==> config.mk <==
export PLATFORM = sky130hd
export DESIGN_NAME = bus_timeout_mon
export DESIGN_NICKNAME = d
export VERILOG_FILES = /design/src/rtl/tmo_pkg.sv /design/src/rtl/tmo_regs.sv /design/src/rtl/tmo_watch.sv /design/src/rtl/tmo_capture.sv /design/src/rtl/bus_timeout_mon.sv
export SDC_FILE = /design/constraint.sdc
export NUM_CORES = 1
export LEC_CHECK = 0
export BUFFER_PORTS_ARGS = -buffer_cell sky130_fd_sc_hd__buf_2
export CAP_MARGIN = 0
export CORE_MARGIN = 3
export CORE_UTILIZATION = 30
export CTS_BUF_LIST = sky130_fd_sc_hd__clkbuf_4 sky130_fd_sc_hd__clkbuf_8
export CTS_CLUSTER_DIAMETER = 60
export DETAILED_ROUTE_END_ITERATION = 10
export PLACE_DENSITY = 0.59
export SLEW_MARGIN = 10
export SYNTH_ARGS = -nofsm -noshare
export SYNTH_HDL_FRONTEND = slang
export SYNTH_SLANG_ARGS = --single-unit
==> constraint.sdc <==
create_clock -name clk -period 4.1 [get_ports clk]
set_input_delay 0 -clock clk [delete_from_list [all_inputs] [get_ports clk]]
set_output_delay 0 -clock clk [all_outputs]
set_load 0.05 [all_outputs]
==> src/rtl/tmo_pkg.sv <==
// Shared constants and types for the bus access timeout monitor.
// Assumes a 32-bit register word and byte offsets on the register port.
package tmo_pkg;
    localparam int REG_W     = 32;
    localparam int OFF_CTRL  = 0;
    localparam int OFF_ADDR  = 1;
    localparam int OFF_TAG   = 2;

    // Word index of a byte offset on the register port.
    function automatic int word_of(input int byte_off);
        return byte_off / 4;
    endfunction
endpackage

==> src/rtl/tmo_regs.sv <==
// Software register port: holds the threshold and enable, decodes the
// write-one-to-clear strobe, and multiplexes the read-only capture words.
// Assumes writes are single-cycle strobes and reads are combinational.
module tmo_regs #(
    parameter int CNT_W  = 16,
    parameter int ADDR_W = 32,
    parameter int TAG_W  = 7,
    parameter int RA_W   = 4
) (
    input  logic              clk,
    input  logic              rst_n,
    input  logic [RA_W-1:0]   reg_addr,
    input  logic              reg_wen,
    input  logic [31:0]       reg_wdata,
    output logic [31:0]       reg_rdata,
    input  logic [ADDR_W-1:0] cap_addr,
    input  logic [TAG_W-1:0]  cap_tag,
    output logic [CNT_W-1:0]  thr,
    output logic              en,
    output logic              clr
);
    import tmo_pkg::*;

    localparam int CLR_BIT = CNT_W;
    localparam int EN_BIT  = CNT_W + 1;

    logic              aligned;
    logic [RA_W-3:0]   widx;
    logic              wr_ctrl;
    logic              unused_wbits;

    assign aligned = (reg_addr[1:0] == 2'b00);
    assign widx    = reg_addr[RA_W-1:2];
    assign wr_ctrl = reg_wen && aligned && (widx == (RA_W-2)'(OFF_CTRL));
    assign clr     = wr_ctrl && reg_wdata[CLR_BIT];
    assign unused_wbits = ^reg_wdata[31:EN_BIT+1];

    // Control word storage: threshold and enable.
    always_ff @(posedge clk) begin
        if (!rst_n) begin
            thr <= '1;
            en  <= 1'b1;
        end else if (wr_ctrl) begin
            thr <= reg_wdata[CNT_W-1:0];
            en  <= reg_wdata[EN_BIT];
        end
    end

    // Read multiplexer; clear bit always reads back as 0.
    always_comb begin
        reg_rdata = '0;
        if (aligned) begin
            case (widx)
                (RA_W-2)'(OFF_CTRL): begin
                    reg_rdata[CNT_W-1:0] = thr;
                    reg_rdata[EN_BIT]    = en;
                end
                (RA_W-2)'(OFF_ADDR): reg_rdata = REG_W'(cap_addr);
                (RA_W-2)'(OFF_TAG):  reg_rdata = REG_W'(cap_tag);
                default:             reg_rdata = '0;
            endcase
        end
    end
endmodule

==> src/rtl/tmo_watch.sv <==
// Access watcher: forwards one request at a time to the peripheral, counts
// pending cycles and ends the access with an error when the count equals the
// effective threshold. Assumes the peripheral never answers an access that
// was already timed out after a new access has started.
module tmo_watch #(
    parameter int CNT_W  = 16,
    parameter int ADDR_W = 32,
    parameter int DATA_W = 32,
    parameter int ID_W   = 5,
    parameter int PERM_W = 2,
    localparam int TAG_W = ID_W + PERM_W
) (
    input  logic              clk,
    input  logic              rst_n,
    input  logic [CNT_W-1:0]  thr,
    input  logic              en,
    input  logic              m_req,
    output logic              m_ready,
    input  logic [ADDR_W-1:0] m_addr,
    input  logic              m_wr,
    input  logic [DATA_W-1:0] m_wdata,
    input  logic [ID_W-1:0]   m_mid,
    input  logic [PERM_W-1:0] m_perm,
    output logic              m_resp,
    output logic              m_err,
    output logic [DATA_W-1:0] m_rdata,
    output logic              p_req,
    output logic [ADDR_W-1:0] p_addr,
    output logic              p_wr,
    output logic [DATA_W-1:0] p_wdata,
    input  logic              p_resp,
    input  logic [DATA_W-1:0] p_rdata,
    output logic              tmo,
    output logic [ADDR_W-1:0] tmo_addr,
    output logic [TAG_W-1:0]  tmo_tag
);
    logic              busy;
    logic [CNT_W-1:0]  cnt;
    logic [CNT_W-1:0]  thr_eff;
    logic              accept;
    logic              done_ok;

    assign thr_eff = (thr == '0) ? CNT_W'(1) : thr;
    assign m_ready = !busy;
    assign accept  = m_req && !busy;
    assign p_req   = accept;
    assign p_addr  = m_addr;
    assign p_wr    = m_wr;
    assign p_wdata = m_wdata;

    assign tmo     = busy && en && (cnt == thr_eff);
    assign done_ok = busy && p_resp && !tmo;
    assign m_resp  = tmo || done_ok;
    assign m_err   = tmo;
    assign m_rdata = done_ok ? p_rdata : '0;

    // Pending flag, wait counter and held identity of the current access.
    always_ff @(posedge clk) begin
        if (!rst_n) begin
            busy     <= 1'b0;
            cnt      <= '0;
            tmo_addr <= '0;
            tmo_tag  <= '0;
        end else if (accept) begin
            busy     <= 1'b1;
            cnt      <= '0;
            tmo_addr <= m_addr;
            tmo_tag  <= {m_perm, m_mid};
        end else if (m_resp) begin
            busy     <= 1'b0;
        end else if (busy && (cnt != '1)) begin
            cnt      <= cnt + CNT_W'(1);
        end
    end
endmodule

==> src/rtl/tmo_capture.sv <==
// Capture unit: stores address and tag of the first timeout, drives the
// sticky interrupt, and applies software clears (a same-cycle timeout wins).
module tmo_capture #(
    parameter int ADDR_W = 32,
    parameter int TAG_W  = 7
) (
    input  logic              clk,
    input  logic              rst_n,
    input  logic              tmo,
    input  logic [ADDR_W-1:0] tmo_addr,
    input  logic [TAG_W-1:0]  tmo_tag,
    input  logic              clr,
    output logic              irq,
    output logic [ADDR_W-1:0] cap_addr,
    output logic [TAG_W-1:0]  cap_tag
);
    // Capture on a free slot, otherwise honour a clear.
    always_ff @(posedge clk) begin
        if (!rst_n) begin
            irq      <= 1'b0;
            cap_addr <= '0;
            cap_tag  <= '0;
        end else if (tmo && (!irq || clr)) begin
            irq      <= 1'b1;
            cap_addr <= tmo_addr;
            cap_tag  <= tmo_tag;
        end else if (clr) begin
            irq      <= 1'b0;
            cap_tag  <= '0;
        end
    end
endmodule

==> src/rtl/bus_timeout_mon.sv <==
// Top of the bus access timeout monitor: joins the register port, the
// access watcher and the capture unit. Single clock, one access in flight.
module bus_timeout_mon #(
    parameter int CNT_W  = 16,
    parameter int ADDR_W = 32,
    parameter int DATA_W = 32,
    parameter int ID_W   = 5,
    parameter int PERM_W = 2,
    parameter int RA_W   = 4
) (
    input  logic              clk,
    input  logic              rst_n,
    input  logic              m_req,
    output logic              m_ready,
    input  logic [ADDR_W-1:0] m_addr,
    input  logic              m_wr,
    input  logic [DATA_W-1:0] m_wdata,
    input  logic [ID_W-1:0]   m_mid,
    input  logic [PERM_W-1:0] m_perm,
    output logic              m_resp,
    output logic              m_err,
    output logic [DATA_W-1:0] m_rdata,
    output logic              p_req,
    output logic [ADDR_W-1:0] p_addr,
    output logic              p_wr,
    output logic [DATA_W-1:0] p_wdata,
    input  logic              p_resp,
    input  logic [DATA_W-1:0] p_rdata,
    input  logic [RA_W-1:0]   reg_addr,
    input  logic              reg_wen,
    input  logic [31:0]       reg_wdata,
    output logic [31:0]       reg_rdata,
    output logic              irq
);
    localparam int TAG_W = ID_W + PERM_W;

    logic [CNT_W-1:0]  thr;
    logic              en;
    logic              clr;
    logic              tmo;
    logic [ADDR_W-1:0] tmo_addr;
    logic [TAG_W-1:0]  tmo_tag;
    logic [ADDR_W-1:0] cap_addr;
    logic [TAG_W-1:0]  cap_tag;

    tmo_regs #(.CNT_W(CNT_W), .ADDR_W(ADDR_W), .TAG_W(TAG_W), .RA_W(RA_W)) u_regs (
        .clk(clk), .rst_n(rst_n),
        .reg_addr(reg_addr), .reg_wen(reg_wen), .reg_wdata(reg_wdata),
        .reg_rdata(reg_rdata), .cap_addr(cap_addr), .cap_tag(cap_tag),
        .thr(thr), .en(en), .clr(clr)
    );

    tmo_watch #(.CNT_W(CNT_W), .ADDR_W(ADDR_W), .DATA_W(DATA_W),
                .ID_W(ID_W), .PERM_W(PERM_W)) u_watch (
        .clk(clk), .rst_n(rst_n), .thr(thr), .en(en),
        .m_req(m_req), .m_ready(m_ready), .m_addr(m_addr), .m_wr(m_wr),
        .m_wdata(m_wdata), .m_mid(m_mid), .m_perm(m_perm),
        .m_resp(m_resp), .m_err(m_err), .m_rdata(m_rdata),
        .p_req(p_req), .p_addr(p_addr), .p_wr(p_wr), .p_wdata(p_wdata),
        .p_resp(p_resp), .p_rdata(p_rdata),
        .tmo(tmo), .tmo_addr(tmo_addr), .tmo_tag(tmo_tag)
    );

    tmo_capture #(.ADDR_W(ADDR_W), .TAG_W(TAG_W)) u_cap (
        .clk(clk), .rst_n(rst_n), .tmo(tmo), .tmo_addr(tmo_addr),
        .tmo_tag(tmo_tag), .clr(clr), .irq(irq),
        .cap_addr(cap_addr), .cap_tag(cap_tag)
    );
endmodule

## Word-level counts from Yosys, hierarchy flattened

Index checks and enable logic that the tools add are counted.

- Add/sub/neg operators: 1
- Reduce and logical (&&, ||, !) cells: 22
- Bitwise operators: 2
- Equality and inequality tests: 4
- Multiplexer cells: 13

Operators with widths:

| cell | count |
|---|---|
| $mux W32 | 2 |
| $pmux W16 S3 | 1 |
| $add A16 B1 Y16 const B | 1 |
| $eq A16 B16 Y1 | 1 |
| $logic_not A16 Y1 | 1 |
| $mux W16 | 1 |
| $ne A16 B16 Y1 const B | 1 |
| $mux W14 | 1 |
| $mux W7 | 2 |
| $logic_and A1 B1 Y1 | 10 |
| $mux W1 | 5 |
| $logic_not A2 Y1 | 2 |
| $reduce_bool A2 Y1 | 2 |
| $logic_not A1 Y1 | 3 |
| $eq A2 B1 Y1 const B | 1 |
| $eq A2 B2 Y1 const B | 1 |
| $logic_or A1 B1 Y1 | 2 |
| $not A1 Y1 | 2 |
| $pmux W1 S2 | 1 |
| $reduce_and A2 Y1 | 1 |
| $reduce_or A2 Y1 | 1 |

- Register bits: 113
- Output and inout bits: 134
- Word-level logic and storage cells: 51

## Longest topological paths before layout

Gate-level depths: netlist of run 1.

- Word-level depth: 9
- Depth in mapped cells: 8
- Gate-level depth less buffers: 7

## Cells and area by module

A second synthesis of run 1 with hierarchy kept.

- Cells, all modules: 745
- Area, all modules: 6148.4 µm²

Modules (own cells, without submodules):

| module | cells each | area each (µm²) | instances |
|---|---|---|---|
| tmo_watch | 416 | 3289.4 | 1 |
| tmo_capture | 176 | 1680.4 | 1 |
| tmo_regs | 153 | 1178.6 | 1 |

## Worst setup path before layout of run 1

No wires, ideal clock.

- Path kind: flip-flop to output port
- Start point: register u_regs.thr[10]
- End point: output m_rdata[10]
- Cell stages (with the launch flop): 9
- Arrival time: 2.293 ns
- Buffers on the path: 2
- Setup slack: 1.807 ns
- Data required time: 4.100 ns
- Path through: dfxtp_1 > nor4_1 > a41oi_1 > xnor2_1 > nor2_1 > clkbuf_1 > nor2_1 > clkbuf_1 > and2_1

- Cells in the longest elaborated chain, start to end: 7

RTL lines:

| what | RTL line | RTL |
|---|---|---|
| start, declared | tmo_regs.sv:18 | `output logic [CNT_W-1:0] thr,` |
| start signal, assigned | tmo_regs.sv:44 | `thr <= reg_wdata[CNT_W-1:0];` |
| $logic_not A16 Y1 | tmo_watch.sv:43 | `assign thr_eff = (thr == '0) ? CNT_W'(1) : thr;` |
| $mux W16 * | tmo_watch.sv:43 |  |
| $eq A16 B16 Y1 * | tmo_watch.sv:51 | `assign tmo = busy && en && (cnt == thr_eff);` |
| $logic_and A1 B1 Y1 * | tmo_watch.sv:51 |  |
| $logic_not A1 Y1 * | tmo_watch.sv:52 | `assign done_ok = busy && p_resp && !tmo;` |
| $logic_and A1 B1 Y1 * | tmo_watch.sv:52 |  |
| $mux W32 * | tmo_watch.sv:55 | `assign m_rdata = done_ok ? p_rdata : '0;` |
| end, declared | bus_timeout_mon.sv:22 | `output logic [DATA_W-1:0] m_rdata,` |

Every way passes the cells marked *; elsewhere a longest branch is shown, timed or not.

## Worst setup path after layout of run 1

Same ends and word-level chain as after synthesis.

==> results of run 1 <==
power breakdown:
group | internal (W) | switching (W) | leakage [nW]
combinational | 0.000140 | 0.000248 | 2.17
clock | 0.000694 | 0.000444 | 0.224
sequential | 0.00113 | 0.0000186 | 0.918
flip-flops by register name (all words and copies together), names as in the netlist:
name	cells
u_cap.cap_addr	32
u_watch.cnt	16
u_cap.cap_tag	7
u_cap.irq	1
u_watch.tmo_addr	32
u_regs.thr	16
u_watch.tmo_tag	7
u_watch.busy	1
u_regs.en	1
stage by stage:
| stage | setup WS [ns] | power [W] |
|---|---|---|
| after floorplan | 1.807 | 0.001507 |
| after global placement | 1.351 | 0.001514 |
| after detailed placement | 1.306 | 0.001516 |
| after CTS | 0.9383 | 0.002710 |
| after global routing | 0.8195 | 0.002792 |
| final | 1.001 | 0.002669 |
path summary, 6_finish.rpt:
kind,start,endpoint,slack (ns),depth (start not counted)
setup / recovery,u_regs.thr[10]$_SDFFE_PN1P_,m_rdata[10],1.00,9
hold / removal,m_wdata[9],p_wdata[9],0.00001,0
setup reg to reg,u_regs.thr[10]$_SDFFE_PN1P_,u_cap.cap_addr[7]$_SDFFE_PN0P_,1.37,7
hold reg to reg,u_watch.tmo_tag[6]$_SDFFE_PN0P_,u_cap.cap_tag[6]$_SDFFE_PN0P_,0.46,2
worst max-delay path: stages (launching register included):
cell and delay (ns):
dfxtp_1 0.36, nor4_1 0.36, a41oi_1 0.22, xnor2_1 0.54
nor2_1 0.11, buf_4 0.25, nor2_1 0.13, buf_4 0.26
and2_1 0.17, buf_2 0.26
repair_timing:
action	in CTS	in global routing
hold buffers	58	0
endpoints found under the setup margin	0	0
hold endpoints to repair	64	0
gates resized for setup	0	0
layout by cell type, fill, tap and decap left out, drive strengths merged, types with 2 or more instances in the layout:
| cell | n |
|---|---|
| and3 | 22 |
| o21a | 3 |
| nand2 | 134 |
| buf | 205 |
| and2 | 32 |
| xor2 | 15 |
| nor4 | 11 |
| nor2 | 22 |
| nand4 | 9 |
| nor3b | 2 |
| nand3b | 2 |
| bufinv | 4 |
| dfxtp | 113 |
| clkbuf | 21 |
| or3 | 8 |
| dlygate4sd3 | 58 |
| o21ai | 9 |
| clkinv | 6 |
| o31ai | 5 |
| or4 | 6 |
| inv | 2 |
| nand3 | 28 |
| nor3 | 11 |
| a21oi | 20 |
| nor2b | 35 |
| mux2i | 58 |
| a21boi | 39 |
cell type report:
cell class | count | area (um^2)
clock inverter | 11 | 161.4
timing repair buffer | 263 | 1624
sequential | 113 | 2262
antenna | 1 | 2.502
multi-input combinational | 479 | 2907
clock buffer | 21 | 270.3
fill | 1952 | 11330
inverter | 2 | 7.507
tap | 260 | 325.3
cell families (layout without fill, tap and decap cells):
kind of cell	after synthesis	in the layout	share of synthesized area, %
AOI/OAI and AO/OA	79	79	9.169
adders and majority gates	1	1	0.2142
DFF	113	113	38.73
muxes	58	58	9.940
other	0	1	0
and+or+nand+nor	325	325	27.96
xor gates and xnor gates	16	16	2.399
buffers and inverters	109	297	11.59
layer usage:
layer,track usage (%),vias to the layer above
li1,-,2655
met1,18.60,2361
met2,26.29,199
met3,4.267,32
met4,5.983,0
met5,0,-
==> results.sh, run 1 <==
export IMPL_antenna_found_initial=1
export IMPL_dieWidth_um=145.5
export IMPL_critPathLaunchType="flop"
export IMPL_setup_tns_ns=0
export IMPL_required_ns=4.10
export IMPL_grt_pass1_wl_mm=26.71
export IMPL_grt_overflow_total=0
export IMPL_status="finished clean"
export IMPL_drive_above_1_share_pct=27.45
export IMPL_syn_nets=847
export IMPL_design_area_mm2=0.007560
export IMPL_wl_met3_mm=1.241
export IMPL_hold_slack_ns=0.00001398
export IMPL_core_mm2=0.01889
export IMPL_syn_to_final_growth_pct=29.43
export IMPL_wl_met1_mm=6.916
export IMPL_slew_viol_final=0
export IMPL_cp_arrival_ns=3.10
export IMPL_grt_usage_pct=15.46
export IMPL_relSlewSlack_pct=34.60
export IMPL_syn_cell_area_mm2=0.005841
export IMPL_wire_per_inst_um=14.21
export IMPL_synth_edf_count=0
export IMPL_cts_clk_slew_worst_paths_ns=0.07
export IMPL_vias=5247
export IMPL_wl_met2_mm=7.822
export IMPL_syn_inst=701
export IMPL_dpl_cell_count=1059
export IMPL_power_density_mw_per_mm2=353.1
export IMPL_hold_viol=0
export IMPL_netlist_top_cells_area="dfxtp_1 (39%), mux2i_1 (9.9%), nand2_1 (8.5%)"
export IMPL_yosysMostFrequentCell="nand2_1"
export IMPL_setup_violations_final=0
export IMPL_clock_fmax_ghz=0.3226
export IMPL_post_cts_buffers=0
export IMPL_ys_types=39
export IMPL_gp_congestion=0.8109
export IMPL_io_buffers=198
export IMPL_rows=50
export IMPL_cts_htree_levels=4
export IMPL_skew_ns=0.009084
export IMPL_place_area_mm2=0.006545
export IMPL_worst_pin_slew_ns=0.9757
export IMPL_grt_pass1_vias=5205
export IMPL_synthTopCellsByCount="nand2_1 (133), dfxtp_1 (113), buf_4 (65)"
export IMPL_grt_max_degree=73
export IMPL_drtAntennaViolNets=0
export IMPL_end_kind="primary output"
export IMPL_drt_iter0_drc=288
export IMPL_final_core_util_pct=40.01
export IMPL_route_top_layer_used="met4"
export IMPL_critical_path_max_fanout=34
export IMPL_ys_ff_latch=113
export IMPL_detail_route_vias_per_cell=4.563
export IMPL_rsz0062_at_grt="false"
export IMPL_drc=0
export IMPL_fin_crit_ns=3.099
export IMPL_clock_path_buffers=2
export IMPL_synth_top_area_cell="dfxtp_1"
export IMPL_cts_tree="built"
export IMPL_synth_top_flop_cell="dfxtp_1"
export IMPL_fin_cells=1150
export IMPL_drt_wl_total_mm=16.34
export IMPL_vdd_drop_max_v=0.0001829
export IMPL_path_class="reg -> out"
export IMPL_fin_crit_sh_pct=75.60
export IMPL_dp_hpwl_mm=11.52
export IMPL_yosysSeqAreaShare_pct=38.73
export IMPL_hp_class="in -> out"
export IMPL_leakage_nw=3.313
export IMPL_maxCapViolations=0
export IMPL_synthArstFlopShare_pct=0
export IMPL_yosys_warnings=0
export IMPL_nets=1022
export IMPL_cts_made_buffers=17
export IMPL_synth_top_area_share_pct=38.73
export IMPL_clock_root_buffer="clkbuf_8"
export IMPL_chipHeight_um=145.5
export IMPL_start_util_pct=30.91
export IMPL_num_io_pins=279
export IMPL_worstSkewPairLatency_ns=0.43
export IMPL_firstDrtPassIters=4
export IMPL_syn_area_per_cell_um2=8.332
export IMPL_cts_sinks=113
export IMPL_die_area_mm2=0.02118
(Power assumes the default switching activity.)
==> run 2, diff against run 1 <==
Settings changed: PLACE_DENSITY 0.59 to 0.61.
Clock period 4.1 ns to 2.7 ns, I/O delays scaled along.
==> results.sh, run 2 (synthesis gave the netlist of run 1 again) <==
export IMPL_status="finished clean"
export IMPL_wire_per_inst_um=14.67
export IMPL_grtUsageMet2_pct=27.39
export IMPL_cts_htree_levels=4
export IMPL_drtAntennaViolNets=0
export IMPL_num_io_pins=279
export IMPL_drc=0
export IMPL_power_density_mw_per_mm2=515.5
export IMPL_maxCapViolations=0
export IMPL_grt_max_degree=57
export IMPL_die_area_mm2=0.02118
export IMPL_detail_route_vias_per_cell=4.616
export IMPL_cp_arrival_ns=2.61
export IMPL_worstSkewPairLatency_ns=0.43
export IMPL_dp_hpwl_mm=11.78
export IMPL_cts_made_buffers=17
export IMPL_busiest_layer="met2"
export IMPL_diodes=0
export IMPL_clock_fmax_ghz=0.3839
export IMPL_fin_crit_ns=2.605
export IMPL_met1_usage_pct=18.03
export IMPL_slew_viol_final=0
export IMPL_dieWidth_um=145.5
export IMPL_grt_pass1_wl_mm=26.54
export IMPL_required_ns=2.70
export IMPL_cts_sinks=113
export IMPL_worst_pin_slew_ns=0.6728
export IMPL_vias=5332
export IMPL_skew_ns=0.006115
export IMPL_end_kind="primary output"
export IMPL_cts_tree="built"
export IMPL_cts_clk_slew_worst_paths_ns=0.06
export IMPL_final_cell_mix="buf_2 (169), nand2_1 (133), dfxtp_1 (113), mux2i_1 (58), dlygate4sd3_1 (58)"
export IMPL_top_regs="u_cap.cap_addr (32), u_watch.tmo_addr (32)"
export IMPL_hold_slack_ns=0.00001398
export IMPL_antenna_found_initial=1
export IMPL_rows=50
export IMPL_fin_crit_sh_pct=96.49
export IMPL_start_util_pct=30.91
export IMPL_grtUsageMet3_pct=4.703
export IMPL_firstDrtPassIters=4
export IMPL_chipHeight_um=145.5
export IMPL_fin_cells=1155
export IMPL_clock_root_buffer="clkbuf_8"
export IMPL_drt_wl_total_mm=16.94
export IMPL_drt_iter0_drc=281
export IMPL_critPathLaunchType="flop"
export IMPL_total_power_w=0.003975
export IMPL_core_mm2=0.01889
export IMPL_grt_usage_pct=15.45
export IMPL_hp_class="in -> out"
export IMPL_clock_path_buffers=2
export IMPL_nets=1029
export IMPL_hold_viol=0
export IMPL_syn_to_final_growth_pct=32.05
export IMPL_io_buffers=198
export IMPL_critical_path_max_fanout=16
export IMPL_final_common_cell="buf_2"
export IMPL_fill_cells=1915
export IMPL_grt_pass1_vias=5192
export IMPL_path_class="reg -> out"
export IMPL_grt_overflow_total=0
export IMPL_gp_congestion=0.8562
export IMPL_leakage_nw=3.330
export IMPL_drive_above_1_share_pct=28.49
export IMPL_vdd_drop_max_v=0.0002912
export IMPL_relSlewSlack_pct=55.01
export IMPL_dpl_cell_count=1065
export IMPL_setup_violations_final=0
run 2: cell count changes in the layout (fill, tap and decap cells not counted), sizes merged:
| cell | delta |
|---|---|
| buf | -21 |
| bufinv | -2 |
| clkbuf | +33 |
| clkinv | -3 |
| clkinvlp | -1 |
| diode | -1 |
run 2: final cells by class:
cell class	instances	area, um^2	share of cell area (%)
clock buffer	26	332.8	4.315
clock inverter	5	75.07	0.9734
inverter	2	7.507	0.09734
multi-input combinational	479	2940	38.12
sequential	113	2262	29.33
tap	260	325.3	4.218
timing repair buffer	270	1769	22.94
run 2: per-layer routing:
layer | up-vias | wire length (um)
li1 | 2671 | -
met1 | 2441 | 7294
met2 | 189 | 8402
met3 | 29 | 980
met4 | 2 | 248
met5 | - | 13
run 2: timing repair:
item	in CTS	in global routing
endpoints found under the hold margin	64	0
gates cloned	0	1
setup buffers	0	0
pin swaps	0	3
hold buffers	58	0
resized for setup	1	39
setup endpoints to repair	26	32
run 2: final timing paths:
path,start,to,slack [ns],cells past startpoint
worst max-delay path,u_regs.thr[9]$_SDFFE_PN1P_,m_rdata[6],0.09,9
worst min-delay path,m_wdata[25],p_wdata[25],0.00001,0
worst max register to register,u_regs.thr[9]$_SDFFE_PN1P_,u_cap.cap_addr[15]$_SDFFE_PN0P_,0.46,8
worst min register to register,u_watch.tmo_tag[6]$_SDFFE_PN0P_,u_cap.cap_tag[6]$_SDFFE_PN0P_,0.46,2
run 2: critical path, cell delays in order, from the launching register on:
cell,delay (ns)
dfxtp_1,0.38
nor4_2,0.36
a41oi_2,0.21
xnor2_1,0.25
nor2_1,0.09
buf_4,0.19
nor2_4,0.14
buf_6,0.17
and2_1,0.13
buf_2,0.25
run 2: per-stage QoR:
stage	setup WS (ns)	TNS (ns)	util [%]	area (um^2)
2_1_floorplan	0.4067	0	-	5841
3_3_place_gp	0.4733	0	34.95	6603
3_5_place_dp	0.4750	0	34.95	6603
4_1_cts	0.008352	0	40.20	7595
5_1_grt	-0.06607	-1.272	40.82	7712
6_report	0.09483	0	40.82	7712
run 2: where the power goes:
| group | internal [W] | total [W] | leakage, nW | switching, W |
|---|---|---|---|---|
| logic | 0.000227 | 0.000611 | 2.20 | 0.000384 |
| clock network | 0.000975 | 0.00163 | 0.217 | 0.000651 |
| registers | 0.00171 | 0.00174 | 0.918 | 0.0000286 |
